==> src/rtl/addr_arith_pkg.sv <==
package addr_arith_pkg;
   typedef enum logic [2:0] {
      AOP_LOAD_HI = 3'd0,
      AOP_ADD_HI  = 3'd1,
      AOP_ADD_OFS = 3'd2,
      AOP_ADD_SCL = 3'd3,
      AOP_CMP_LTU = 3'd4,
      AOP_CMP_EQ  = 3'd5,
      AOP_CMP_NE  = 3'd6,
      AOP_RSVD    = 3'd7
   } aop_e;

   function automatic logic is_compare(input aop_e o);
      return (o == AOP_CMP_LTU) || (o == AOP_CMP_EQ) || (o == AOP_CMP_NE);
   endfunction
endpackage

==> src/rtl/addr_arith_adder.sv <==
module addr_arith_adder
   import addr_arith_pkg::*;
#(
   parameter int ADDR_W  = 32,
   parameter int IMM_W   = 16,
   parameter int SCALE_W = 2
) (
   input  aop_e               op,
   input  logic [ADDR_W-1:0]  addr_a,
   input  logic [ADDR_W-1:0]  opnd_b,
   input  logic [IMM_W-1:0]   imm,
   input  logic [SCALE_W-1:0] scale,
   output logic [ADDR_W-1:0]  sum
);
   localparam int EXT_W = ADDR_W - IMM_W;

   generate
      if (EXT_W < 1) begin : g_bad_width
         $error("addr_arith_adder: IMM_W must be below ADDR_W");
      end
      if ((1 << SCALE_W) > ADDR_W) begin : g_bad_scale
         $error("addr_arith_adder: SCALE_W too wide for ADDR_W");
      end
   endgenerate

   logic [ADDR_W-1:0] hi_imm;
   logic [ADDR_W-1:0] sext_imm;
   logic [ADDR_W-1:0] scaled_b;
   logic [ADDR_W-1:0] addend;

   always_comb begin
      hi_imm   = {imm, {EXT_W{1'b0}}};
      sext_imm = {{EXT_W{imm[IMM_W-1]}}, imm};
      scaled_b = opnd_b << scale;
      unique case (op)
         AOP_ADD_HI:  addend = hi_imm;
         AOP_ADD_OFS: addend = sext_imm;
         AOP_ADD_SCL: addend = scaled_b;
         default:     addend = '0;
      endcase
      if (op == AOP_LOAD_HI) sum = hi_imm;
      else                   sum = addr_a + addend;
   end
endmodule

==> src/rtl/addr_arith_compare.sv <==
module addr_arith_compare
   import addr_arith_pkg::*;
#(
   parameter int ADDR_W    = 32,
   parameter bit SIGNED_LT = 1'b0
) (
   input  aop_e              op,
   input  logic [ADDR_W-1:0] addr_a,
   input  logic [ADDR_W-1:0] opnd_b,
   output logic [ADDR_W-1:0] flag_word
);
   logic lt_bit;

   generate
      if (SIGNED_LT) begin : g_lt_signed
         assign lt_bit = $signed(addr_a) < $signed(opnd_b);
      end else begin : g_lt_unsigned
         assign lt_bit = addr_a < opnd_b;
      end
   endgenerate

   logic eq_bit;
   logic flag;
   assign eq_bit = (addr_a == opnd_b);

   always_comb begin
      unique case (op)
         AOP_CMP_LTU: flag = lt_bit;
         AOP_CMP_EQ:  flag = eq_bit;
         AOP_CMP_NE:  flag = ~eq_bit;
         default:     flag = 1'b0;
      endcase
      flag_word    = '0;
      flag_word[0] = flag;
   end
endmodule

==> src/rtl/addr_arith_unit.sv <==
module addr_arith_unit
   import addr_arith_pkg::*;
#(
   parameter int ADDR_W    = 32,
   parameter int IMM_W     = 16,
   parameter int SCALE_W   = 2,
   parameter bit SIGNED_LT = 1'b0
) (
   input  logic               clk,
   input  logic               rst_n,
   input  logic               in_valid,
   input  logic [2:0]         op,
   input  logic [ADDR_W-1:0]  addr_a,
   input  logic [ADDR_W-1:0]  opnd_b,
   input  logic [IMM_W-1:0]   imm,
   input  logic [SCALE_W-1:0] scale,
   output logic               out_valid,
   output logic [ADDR_W-1:0]  result
);
   aop_e              op_e;
   logic [ADDR_W-1:0] sum_w;
   logic [ADDR_W-1:0] cmp_w;
   logic [ADDR_W-1:0] next_w;

   assign op_e = aop_e'(op);

   addr_arith_adder #(.ADDR_W(ADDR_W), .IMM_W(IMM_W), .SCALE_W(SCALE_W)) u_add (
      .op(op_e), .addr_a(addr_a), .opnd_b(opnd_b), .imm(imm), .scale(scale), .sum(sum_w)
   );

   addr_arith_compare #(.ADDR_W(ADDR_W), .SIGNED_LT(SIGNED_LT)) u_cmp (
      .op(op_e), .addr_a(addr_a), .opnd_b(opnd_b), .flag_word(cmp_w)
   );

   always_comb begin
      if (op_e == AOP_RSVD)      next_w = '0;
      else if (is_compare(op_e)) next_w = cmp_w;
      else                       next_w = sum_w;
   end

   always_ff @(posedge clk or negedge rst_n) begin
      if (!rst_n) begin
         result    <= '0;
         out_valid <= 1'b0;
      end else begin
         out_valid <= in_valid;
         if (in_valid) result <= next_w;
      end
   end

   assert_ldhi_low_zero_R1: assert property (@(posedge clk) disable iff (!rst_n)
      (in_valid && op == 3'd0) |=> (result[ADDR_W-IMM_W-1:0] == '0));

   assert_addsc_unscaled_R4: assert property (@(posedge clk) disable iff (!rst_n)
      (in_valid && op == 3'd3 && scale == '0) |=> (result == $past(addr_a + opnd_b)));

   assert_cmp_upper_zero_R5: assert property (@(posedge clk) disable iff (!rst_n)
      (in_valid && (op == 3'd4 || op == 3'd5 || op == 3'd6)) |=> (result[ADDR_W-1:1] == '0));

   assert_rsvd_zero_R7: assert property (@(posedge clk) disable iff (!rst_n)
      (in_valid && op == 3'd7) |=> (result == '0));

   assert_valid_follow_R8: assert property (@(posedge clk) disable iff (!rst_n)
      in_valid |=> out_valid);

   assert_idle_hold_R8: assert property (@(posedge clk) disable iff (!rst_n)
      !in_valid |=> (!out_valid && $stable(result)));
endmodule

==> config.mk <==
export PLATFORM = sky130hd
export DESIGN_NAME = addr_arith_unit
export DESIGN_NICKNAME = d
export VERILOG_FILES = /design/src/rtl/addr_arith_pkg.sv /design/src/rtl/addr_arith_adder.sv /design/src/rtl/addr_arith_compare.sv /design/src/rtl/addr_arith_unit.sv
export SDC_FILE = /design/constraint.sdc
export NUM_CORES = 1
export LEC_CHECK = 0
export BUFFER_PORTS_ARGS = -buffer_cell sky130_fd_sc_hd__buf_2
export CORE_MARGIN = 2
export CORE_UTILIZATION = 38
export DETAILED_ROUTE_END_ITERATION = 6
export GPL_ROUTABILITY_DRIVEN = 0
export MAX_ROUTING_LAYER = met4
export PLACE_DENSITY = 0.72
export RECOVER_POWER = 25
export SLEW_MARGIN = 20
export SYNTH_ARGS = -nofsm -noshare
export SYNTH_HDL_FRONTEND = slang
export SYNTH_SLANG_ARGS = --single-unit
==> constraint.sdc <==
create_clock -name clk -period 3.5 [get_ports clk]
set_input_delay 0.7 -clock clk [delete_from_list [all_inputs] [get_ports clk]]
set_output_delay 0.7 -clock clk [all_outputs]
set_load 0.05 [all_outputs]
# Yosys cells after proc, flatten, opt, wreduce, memory -nomap -nowiden
# Cells that the tools add are included.
word_totals:
  regBits: 33
  out_inout_bits: 33
  elab_cells: 22
classes:
  n_addsub: 1
  order_cmp: 1
  n_eq_ne: 8
  shift: 1
  muxes: 5
  bitwise: 1
  reduce_logical: 3
ops:
  columns: ["operator", "count"]
  rows:
  - ["two-way mux 32 bit", 3]
  - ["one-hot mux 32 bit (3 select lines)", 1]
  - ["adder 32 bit", 1]
  - ["equality test 32 bit", 1]
  - ["< comparator 32 bit", 1]
  - ["<< shifter 32 x 2 -> 32 bit", 1]
  - ["equality test 3 bit (second input constant)", 4]
  - ["equality test 3 x 2 -> 1 bit (second input constant)", 2]
  - ["equality test 3 x 1 -> 1 bit (second input constant)", 1]
  - ["zero test 3 bit", 1]
  - ["one-hot mux 1 bit (3 select lines)", 1]
  - ["logical OR 1 bit", 2]
  - ["inverter 1 bit", 1]

# Logic depth before layout (Yosys ltp)
# Gate-level depths: netlist of run 1.
logic_depth:
  depth_word: 6
  ltp_mapped: 17
  ltp_nobuf: 14

# Cells and area by module
# From an unflattened synthesis of run 1, not the netlist that was laid out.
hier_totals:
  cells_unflattened: 808
  hier_area_um2: 6518.8
by_module_without_submodules:
  columns: ["mod", "n_inst", "cells_each", "area_each_um2", "seq_area_each_um2"]
  rows:
  - ["addr_arith_adder", 1, 477, 3429.5, 0.0]
  - ["addr_arith_unit", 1, 179, 2003.2, 825.8]
  - ["addr_arith_compare", 1, 152, 1086.0, 0.0]

# Worst setup path after synthesis of run 1
# No wires, ideal clock.
synth_timing:
  path_type: "input port to flip-flop"
  startpoint: "input op[0]"
  endpoint: "register result[26]"
  arrival_time_ns: 3.765
  required_time_ns: 3.380
  slack_ns: -0.385
  cell_stages: 16
  path_cell_list: "buf_2 > clkbuf_1 > nor2_1 > clkbuf_1 > nand2_1 > o31ai_1 > ha_1 > inv_1 > fa_1 > nor2b_1 > o2111ai_1 > and2_1 > o311ai_1 > nand2_1 > or3_1 > and3_1"
synth_between:
  elab_chain_cells: 6
  elab_cells_between_ends: 15
  cone_classes: "add/sub (1); eq/ne (7); mux (4); reduce/logical (3)"
synth_lines:
  columns: ["element", "line", "rtl"]
  rows:
  - ["from (decl)", "addr_arith_unit.sv:12", "input logic [2:0] op,"]
  - ["equality test 3 x 2 -> 1 bit / equality test 3 x 1 -> 1 bit (equally long branches)", "addr_arith_adder.sv:35", "unique case (op)"]
  - ["one-hot mux 32 bit (3 select lines)", "addr_arith_adder.sv:35", null]
  - ["adder 32 bit", "addr_arith_adder.sv:42", "else sum = addr_a + addend;"]
  - ["two-way mux 32 bit", "addr_arith_adder.sv:41", "if (op == AOP_LOAD_HI) sum = hi_imm;"]
  - ["two-way mux 32 bit", "addr_arith_unit.sv:37", "else if (is_compare(op_e)) next_w = cmp_w;"]
  - ["two-way mux 32 bit (*)", "addr_arith_unit.sv:36", "if (op_e == AOP_RSVD) next_w = '0;"]
  - ["to (signal assigned)", "addr_arith_unit.sv:47", "if (in_valid) result <= next_w;"]
  - ["to (decl)", "addr_arith_unit.sv:18", "output logic [ADDR_W-1:0] result"]
# Every way passes the cells marked *; elsewhere a longest branch is shown, timed or not.
# A chain may end at the register's enable or synchronous reset.

# Worst setup path after layout of run 1
layout_timing:
  startpoint: "input scale[0]"
  endpoint: "register result[26]"
layout_between:
  elab_chain_cells: 6
layout_lines:
  columns: ["element", "line", "rtl"]
  rows:
  - ["from (decl)", "addr_arith_unit.sv:16", "input logic [SCALE_W-1:0] scale,"]
  - ["<< shifter 32 x 2 -> 32 bit", "addr_arith_adder.sv:34", "scaled_b = opnd_b << scale;"]
  - ["one-hot mux 32 bit (3 select lines)", "addr_arith_adder.sv:35", null]
  - ["adder 32 bit", "addr_arith_adder.sv:42", null]
  - ["two-way mux 32 bit", "addr_arith_adder.sv:41", null]
  - ["two-way mux 32 bit", "addr_arith_unit.sv:37", null]
  - ["two-way mux 32 bit", "addr_arith_unit.sv:36", null]
# No other way between the ends.

==> results.toml, run 1 <==
[outcome]
status = "complete, but fails checks"
violations = "max-capacitance violations, max-slew violations"

[min_path]
hold_end = "result[2]"
hold_path.class = "register to register"
hold_depth = 1
worstHoldStart = "result[2]"

[sta]
hold_violations = 0
rsz0062_at_grt = "yes"
maxSlewHeadroom = -0.223
setup_slack_ps = 153
drv_slew = 34
skew_ps = 0
setup-tns-final_ps = 0
max_freq_ghz = 0.299
min_period_ps = 3350
setup_viol = 0
fin_crit_sh = 0.956
tightest_slew_ps = 1830

[logic_synthesis]
async_flop_share = 1.00
synthFlopType = "dfrtp_1"
synthCells = 711
synth_cell_types = 68
synth_area_leader_cell = "dfrtp_1"
syn-num-nets = 863
syn_area_per_cell_um2 = 7.44
yosysTopAreaCellShare = 0.156
syn_area_um2 = 5290
ys_top_cells_by_area = "dfrtp_1 (16%), ha_1 (15%), nand2_1 (7.1%)"
ys_ff_latch = 33
synth_edf_count = 0
synth-seq-area-share = 0.156
ys.warnings.count = 0

[worst_setup_path]
ff2ff_setup_slack_ps = 1840
reg2reg_from = "result[31]"
r2r-end = "result[31]"
required_ps = 3670
path_max_fanout = 10
crit_arrival_ps = 3520
critPathLaunchType = "input pin"
rr_worst_depth = 5
worstSetupEndpointType = "register"
critical_path_class = "input pin to register"

[global_routing]
grt_pass1_wl_um = 28600
grt_pass1_vias = 5753
grt.overflow.total = 0
grt_max_degree = 34
antenna_found_initial = 0
grt.total_usage = 0.249

[routing]
wire_per_inst_um = 16.4
routed_wirelength_um = 18200
drcViolationCount = 0
drtPass1Iterations = 5
drt_iter0_drc = 418
via_per_inst = 5.56
drtAntennaViolNets = 0
dr_total_vias = 6158

[pwr]
ir_drop_mv = 0.186
p_leak_uw = 0.00358
power.density_nw_per_um2 = 281

[cells_and_area]
antenna_cells = 0
drive_above_1_share = 0.328
final_cell_mix = "buf_4 (125), buf_2 (117), nand2_1 (99)"
area_growth_syn_to_layout_pct = 36.9
final_common_cell = "buf_4"
final_nets = 1079
final_util = 0.528
fillCellCount = 1338

[floorplanning]
initial_core_util = 0.385
pin_count = 121
die_w_um = 122
core-area_um2 = 13700
die_h_um = 122
dieArea_um2 = 14900
std_cell_rows = 43

[clock_network]
cts_buffer_depth = 2
cts_tree = "yes"
cts_htree_levels = 2
clock-sinks = 33
cts_made_buffers = 5
clock_latency_ps = 290
cts_hold_buffers = 0
cts_root_buf = "clkbuf_16"
clkSlewWorstSetupHoldPaths_ps = 60

[job]
maxCapViolCount = 1

[place]
place_hpwl_um = 15100
io_buffers = 120
dp_slack_ps = -219
## cells in the mapped netlist (2+ instances only)
master       n
o2111ai_1    3
o31ai_1      5
buf_2        3
nand3_1      9
o211ai_1    10
o221ai_1     3
nand4_1     12
a31oi_1      3
o21ai_1      8
nor3_1      11
a21o_1      10
mux2i_1      9
nand2b_1     9
o31ai_2      2
o21a_1       5
xnor2_1     13
a22oi_1     17
o2bb2ai_1   16
or3_1        7
mux4_2      15
nor4_1       5
xor2_1      12
nor2_1      58
and2_1       2
o21ai_0     63
a211oi_1    10
nor4b_1      3
ha_1        63
a21boi_0     4
a21oi_1     57
and3_1       5
clkbuf_1    33
o211a_1      2
nor2b_1      9
a41oi_1      2
or2_2        2
dfrtp_1     33
nand2_1    100
inv_1       49
## logic make-up (layout without fill, tap and decap cells)
logic type,after synthesis,in the layout,synth area share
AOI/OAI and AO/OA,236,236,0.289
and+or+nand+nor,239,239,0.209
xor gates and xnor gates,25,25,0.0414
buffers and inverters,89,306,0.0660
muxes,25,25,0.0859
adders and majority gates,64,64,0.153
DFF,33,33,0.156
## final cells by class
cell class,count,area (um2),share of cell area
Clock inverter,2,10.0,0.00138
Clock buffer,6,129,0.0178
Multi-Input combinational cell,589,4260,0.588
Inverter,50,188,0.0259
Sequential cell,33,826,0.114
Timing Repair Buffer,248,1600,0.221
Tap cell,180,225,0.0311
## registers in the layout, indices dropped and copies added, names as in the netlist
name       cells
out_valid      1
result        32
## power breakdown
group          internal, uW  switching [uW]
Combinational           471             672
Clock                   261             177
Sequential              428            26.2
## worst max-delay path by stage
stage                 endpoint      from
finish              result[26]  scale[0]
global route        result[20]  scale[0]
CTS                 result[26]  scale[0]
detailed placement  result[30]  scale[0]
global placement    result[26]  scale[0]
floorplan           result[26]  scale[0]
## stage by stage
stage	cell area, um2	hold WS (ps)	total power, uW	std cells
2_1_floorplan	5390	404	1140	711
3_3_place_gp	6970	469	1550	1098
3_5_place_dp	6970	473	1560	1098
4_1_cts	7110	486	2000	1106
5_1_grt	7240	495	2160	1108
6_report	7240	482	2040	1108
## critical path, cell delays in order
cell and delay (ps):
buf_4 170, clkbuf_16 170, nand2b_4 140, o31ai_2 220
ha_2 230, inv_2 50, fa_2 390, nor2b_1 150
o2111ai_1 210, and2_4 210, o311ai_2 250, nand2_2 140
or3_1 310, and3_1 170
## per-layer routing
metal | share of wire | track usage | vias up | wire (um)
met2 | 0.44 | 0.371 | 279 | 8020
met4 | 0.033 | 0.0991 | 0 | 603
li1 | - | - | 3058 | -
met3 | 0.079 | 0.0356 | 51 | 1440
met5 | 0 | - | - | 0
met1 | 0.45 | 0.341 | 2770 | 8120
## repair_timing
action	4_1_cts	5_1_grt
buffers inserted	0	1
gates resized for setup	0	30
setup endpoints to repair	0	15
(Power assumes the default switching activity.)
==> inputs of run 2 (changes only) <==
--- a/config.mk
+++ b/config.mk
@@ -11,9 +11,10 @@
 export DETAILED_ROUTE_END_ITERATION = 6
 export GPL_ROUTABILITY_DRIVEN = 0
 export MAX_ROUTING_LAYER = met4
-export PLACE_DENSITY = 0.72
+export PLACE_DENSITY = 0.7
 export RECOVER_POWER = 25
 export SLEW_MARGIN = 20
 export SYNTH_ARGS = -nofsm -noshare
 export SYNTH_HDL_FRONTEND = slang
+export SYNTH_HIERARCHICAL = 1
 export SYNTH_SLANG_ARGS = --single-unit
==> constraint.sdc (replaced) <==
create_clock -name clk -period 3.5 [get_ports clk]
set_input_delay 0.35 -clock clk [delete_from_list [all_inputs] [get_ports clk]]
set_output_delay 0.35 -clock clk [all_outputs]
set_load 0.05 [all_outputs]
==> run 2 against run 1 <==
  * The run still ends with max-capacitance violations, max-slew violations left
  * Critical path depth increased by 1
  * Synthesized area up 23%
  * Register-to-register slack better by 910 ps
  * Power increased by 8.9%
  * Largest power group unchanged
==> results.toml, run 2 <==
[global_routing]
grt_pass1_vias = 6383
antenna_found_initial = 0
grt_pass1_wl_um = 31800
grt_max_degree = 67
grt.total_usage = 0.223
grt.overflow.total = 0

[logic_synthesis]
synth_edf_count = 0
synth-seq-area-share = 0.127
ys_ff_latch = 33
synthCells = 808
synthFlopType = "dfrtp_1"
syn_area_per_cell_um2 = 8.07
ys_top_cells_by_area = "dfrtp_1 (13%), ha_1 (12%), mux4_2 (8.3%)"
synth_cell_types = 74
ys.warnings.count = 6
synth_area_leader_cell = "dfrtp_1"
syn_area_um2 = 6520
yosysMostFrequentCell = "inv_1"
async_flop_share = 1.00
yosysTopAreaCellShare = 0.127
yosys-top-cells-count = "inv_1 (83), nand2_1 (75), a21oi_1 (65), ha_1 (63), nor2_1 (44)"

[sta]
maxSlewHeadroom = -0.246
hold-worst-slack_ps = 510
setup-tns-final_ps = 0
fin_crit_sh = 0.964
hold_violations = 0
tightest_slew_ps = 1870
setup_viol = 0
max_freq_ghz = 0.296
skew_ps = 0
min_period_ps = 3370
drv_slew = 34

[clock_network]
cts_tree = "yes"
cts_buffer_depth = 2
cts_hold_buffers = 0
clock-sinks = 33
cts_root_buf = "clkbuf_16"
clkSlewWorstSetupHoldPaths_ps = 50
clock_latency_ps = 270
cts_made_buffers = 5
cts_htree_levels = 2

[cells_and_area]
antenna_cells = 0
area_growth_syn_to_layout_pct = 23.4
drive_above_1_share = 0.341
final_common_cell = "buf_2"
largest-register = "result"
largest_reg_flops = 32
final_cell_mix = "buf_2 (118), buf_4 (112), inv_1 (83)"
top_regs = "result x32, out_valid x1"
final_nets = 1148
fin_area_um2 = 8050

[floorplanning]
dieArea_um2 = 18200
core-area_um2 = 16700
die_w_um = 135
std_cell_rows = 47
initial_core_util = 0.390
die_h_um = 135
pin_count = 121

[pwr]
power.density_nw_per_um2 = 276
ir_drop_mv = 0.212
p_leak_uw = 0.00368

[worst_setup_path]
worstSetupEndpointType = "register"
path_max_fanout = 18
crit_arrival_ps = 3510
critPathLaunchType = "input pin"
ff2ff_setup_slack_ps = 2750
critical_path_class = "input pin to register"
required_ps = 3630

[routing]
drcViolationCount = 0
routed_wirelength_um = 19900
drtAntennaViolNets = 0
drtPass1Iterations = 5
dr_total_vias = 6594
via_per_inst = 5.42
wire_per_inst_um = 16.4
drt_iter0_drc = 427

[place]
placed_area_um2 = 7830
io_buffers = 120
place_hpwl_um = 16300

[min_path]
hold_path.class = "register to register"

[job]
maxCapViolCount = 1

[outcome]
status = "complete, but fails checks"
violations = "max-capacitance violations, max-slew violations"
## run 2: cell types whose count changed in the layout (fill, tap and decap cells not counted), moves of 9 or more
cell       change
a22oi_1       -17
nand2b_1      +30
mux4_2         +9
o311ai_2      +29
nand3b_1      +35
conb_1        +31
nor2_1        -13
buf_4         -13
a21oi_1       +14
nand2_1       -24
inv_1         +35
o2bb2ai_1     -16
o21ai_0       -18
mux2_2        +18
## run 2: routing by layer
| metal | vias to the layer above | global-route usage | share of wire |
|---|---|---|---|
| li1 | 3231 | - | - |
| met3 | 31 | 0.0297 | 0.061 |
| met1 | 3113 | 0.274 | 0.43 |
| met5 | - | - | 0 |
| met2 | 219 | 0.393 | 0.50 |
| met4 | 0 | 0.0480 | 0.017 |
## run 2: layout make-up
cell class | instances | area [um2]
clock buffers | 6 | 139
repair buffers | 233 | 1470
fillers | 1673 | 8660
inverters | 83 | 312
clock inverters | 1 | 7.51
well taps | 220 | 275
flip-flops and latches | 33 | 826
multi-input cells | 640 | 5020
## run 2: final timing paths
check	start	end	cells after the start
worst max-delay path	scale[1]	result[29]	15
worst min-delay path	result[7]	result[7]	2
worst max register to register	result[0]	result[0]	2
worst min register to register	result[7]	result[7]	2
max in group asynchronous	rst_n	result[11]	1
min in group asynchronous	rst_n	result[28]	1
## run 2: cells by family (layout without fill, tap and decap cells)
logic type / count (synthesis) / count (layout) / synth area share
buffers and inverters: 165 / 323 / 0.128
multiplexers: 49 / 49 / 0.125
AND/OR/NAND/NOR: 264 / 264 / 0.217
XOR/XNOR: 23 / 23 / 0.0309
flip-flops: 33 / 33 / 0.127
AO/OA/AOI/OAI: 209 / 209 / 0.249
adder cells (fa/ha/maj): 64 / 64 / 0.124
other: 1 / 31 / 0.000575
## run 2: critical path, cell delays in order
cell and delay [ps]:
buf_2 340, mux4_2 360, mux2_2 280, nand2_1 70
a21oi_1 60, ha_1 410, o21ai_0 130, nor2_1 290
nor3_2 110, a31oi_4 270, a31oi_4 160, a2111oi_2 340
a211oi_2 100, nand3b_1 120, o311ai_2 120
## run 2: repair_timing
| item | 4_1_cts | 5_1_grt |
|---|---|---|
| cloned | 0 | 0 |
| endpoints found under the hold margin | 0 | 0 |
| endpoints found under the setup margin | 1 | 12 |
| pin swaps | 0 | 2 |
| buffers inserted | 0 | 4 |
| resized for setup | 1 | 9 |
## run 2: metrics by stage
step	cells	total power [uW]	worst slack, ps	util
after floorplan	838	1360	35.4	-
after global placement	1205	1760	-320	0.469
after detailed placement	1205	1770	-378	0.469
after CTS	1212	2220	48.3	0.478
after global routing	1216	2370	-42.4	0.482
final	1216	2220	127	0.482
## run 2: power by group
group / leakage (uW) / switching, uW / internal [uW]
clock network: 0.0000690 / 156 / 279
registers: 0.000413 / 32.8 / 439
logic: 0.00320 / 769 / 542
total: 0.00368 / 958 / 1260
==> inputs of run 3 (changes only) <==
--- a/config.mk
+++ b/config.mk
@@ -6,12 +6,11 @@
 export NUM_CORES = 1
 export LEC_CHECK = 0
 export BUFFER_PORTS_ARGS = -buffer_cell sky130_fd_sc_hd__buf_2
-export CORE_MARGIN = 2
 export CORE_UTILIZATION = 38
 export DETAILED_ROUTE_END_ITERATION = 6
 export GPL_ROUTABILITY_DRIVEN = 0
 export MAX_ROUTING_LAYER = met4
-export PLACE_DENSITY = 0.7
+export PLACE_DENSITY = 0.62
 export RECOVER_POWER = 25
 export SLEW_MARGIN = 20
 export SYNTH_ARGS = -nofsm -noshare
==> run 3 against run 2 <==
  * The run still ends with max-capacitance violations, max-slew violations left
  * Critical endpoint is now result[25]
  * Sequential power hardly changed
  * First-iteration DRC count is 48% lower
  * Global-route usage is 1.4 points higher
  * Flip-flop and latch count stayed put
  * Via count is 1.2% lower
  * Die area is 2.9% lower
  * Utilization is 1.4 points higher
  * Largest power group unchanged
  * Highest routed layer unchanged
==> results.toml, run 3 (synthesis gave the netlist of run 2 again) <==
[pwr]
p_sw_frac = 0.416
pwr-share-clk = 0.224
p_leak_uw = 0.00381
net-switching-power_uw = 965
p_seq_frac = 0.204
share_comb_of_total_power = 0.572
ir_drop_mv = 0.246
internal_power_uw = 1350
power.density_nw_per_um2 = 281

[cells_and_area]
drive_above_1_share = 0.355
final_common_cell = "buf_4"
fillCellCount = 1638
seq_area_um2 = 826
largest-register = "result"
final_util = 0.496
top_regs = "result x32, out_valid x1"
final_cell_mix = "buf_4 (127), buf_2 (118), inv_1 (83)"
fin_area_um2 = 8250
largest_reg_flops = 32
final_nets = 1166
antenna_cells = 0
multi_input_area_um2 = 5030
area_growth_syn_to_layout_pct = 26.6

[clock_network]
cts_htree_levels = 2
clkSlewWorstSetupHoldPaths_ps = 60
cts_tree = "yes"
cts_root_buf = "clkbuf_16"
clock-sinks = 33
cts_buffer_depth = 2
cts_made_buffers = 5
clock_latency_ps = 280

[sta]
drv_slew = 34
skew_ps = 0
min_period_ps = 3330
fin_crit_sh = 0.952
maxSlewHeadroom = -0.281
max_freq_ghz = 0.300
setup_viol = 0
tightest_slew_ps = 1920
hold_violations = 0

[global_routing]
grt_pass1_wl_um = 32500
grt.overflow.total = 0
grt_max_degree = 67
grt.total_usage = 0.237
antenna_found_initial = 0
grt_pass1_vias = 6416

[place]
io_buffers = 120
place_hpwl_um = 16300
placed_area_um2 = 7990

[floorplanning]
pin_count = 121
die_w_um = 133
core-area_um2 = 16600
initial_core_util = 0.392
dieArea_um2 = 17700
std_cell_rows = 47
die_h_um = 133

[routing]
drcViolationCount = 0
drt_iter0_drc = 222
wire_per_inst_um = 16.1
via_per_inst = 5.28
drtPass1Iterations = 4
drtAntennaViolNets = 0
routed_wirelength_um = 19900
dr_total_vias = 6516

[worst_setup_path]
critPathLaunchType = "input pin"
crit_top_cell = "a21oi_1"
max_stage_delay_ps = 350
critical_path.cell_chain = "clkbuf_4 > buf_12 > mux2_2 > a21oi_1 > o21ai_0 > ha_1 > a21o_1 > o21bai_1 > o211ai_1 > a31oi_2 > buf_4 > a31oi_4 > xnor2_1 > a21oi_1 > nand3b_1 > o311ai_2"
crit_family = "compound AO/OA/AOI/OAI gates"
crit_arrival_ps = 3470
required_ps = 3630
critical_path_class = "input pin to register"
crit_path_top_delay_cell = "mux2_2"
cp_num_buf_inv = 3
path_max_fanout = 19
worstSetupEndpointType = "register"

[job]
maxCapViolCount = 1

[outcome]
status = "complete, but fails checks"
violations = "max-capacitance violations, max-slew violations"

[min_path]
hold_path.class = "register to register"
-- run 3: routing by layer --
| layer | routed length, um | global-route usage | part of all wire | vias up |
|---|---|---|---|---|
| li1 | - | - | - | 3272 |
| met1 | 9150 | 0.300 | 0.46 | 3068 |
| met2 | 9760 | 0.413 | 0.49 | 161 |
| met3 | 774 | 0.0211 | 0.039 | 15 |
| met4 | 237 | 0.0421 | 0.012 | 0 |
| met5 | 0 | - | 0 | - |
-- run 3: tightest hold or removal path, cell delays in order (launching register included) --
cell and delay (ps):
dfrtp_1 330, nand2b_1 70, o311ai_2 70
-- run 3: power groups by stage --
| stage | clock, uW | sequential [uW] | combinational [uW] |
|---|---|---|---|
| 6_report | 521 | 473 | 1330 |
| 5_1_grt | 551 | 479 | 1440 |
| 3_3_place_gp | 0 | 480 | 1300 |
| 3_5_place_dp | 0 | 479 | 1310 |
| 4_1_cts | 531 | 474 | 1310 |
| 2_1_floorplan | 0 | 676 | 687 |
-- run 3: metrics by stage --
step	hold slack (ps)	setup TNS (ps)	std cells	worst slack (ps)	total power, uW
3_5_place_dp	497	-1350	1221	-186	1790
2_1_floorplan	54.4	0	838	35.4	1360
3_3_place_gp	487	-536	1221	-167	1780
5_1_grt	533	-9.93	1235	-9.93	2470
4_1_cts	201	0	1229	69.5	2320
6_report	512	0	1235	167	2320
-- run 3: worst paths after layout --
path | start | endpoint | slack, ps | cells after the start
worst max-delay path | scale[0] | result[25] | 170 | 16
worst min-delay path | result[9] | result[9] | 510 | 2
worst max register to register | result[0] | result[0] | 2750 | 2
worst min register to register | result[9] | result[9] | 510 | 2
max in group asynchronous | rst_n | result[23] | 1790 | 1
min in group asynchronous | rst_n | result[29] | 600 | 1
-- run 3: cell type report --
| type | instances | area share |
|---|---|---|
| Tap cell | 220 | 0.0334 |
| Inverter | 83 | 0.0378 |
| Clock buffer | 7 | 0.0173 |
| Clock inverter | 1 | 0.00364 |
| Multi-Input combinational cell | 640 | 0.610 |
| Timing Repair Buffer | 251 | 0.198 |
| Sequential cell | 33 | 0.100 |
-- run 3: what timing repair did --
action                     in CTS  in global routing
setup endpoints to repair       0                 12
hold endpoints to repair        0                  0
resized for setup               0                 13
hold buffers                    0                  0
buffers inserted                0                  6
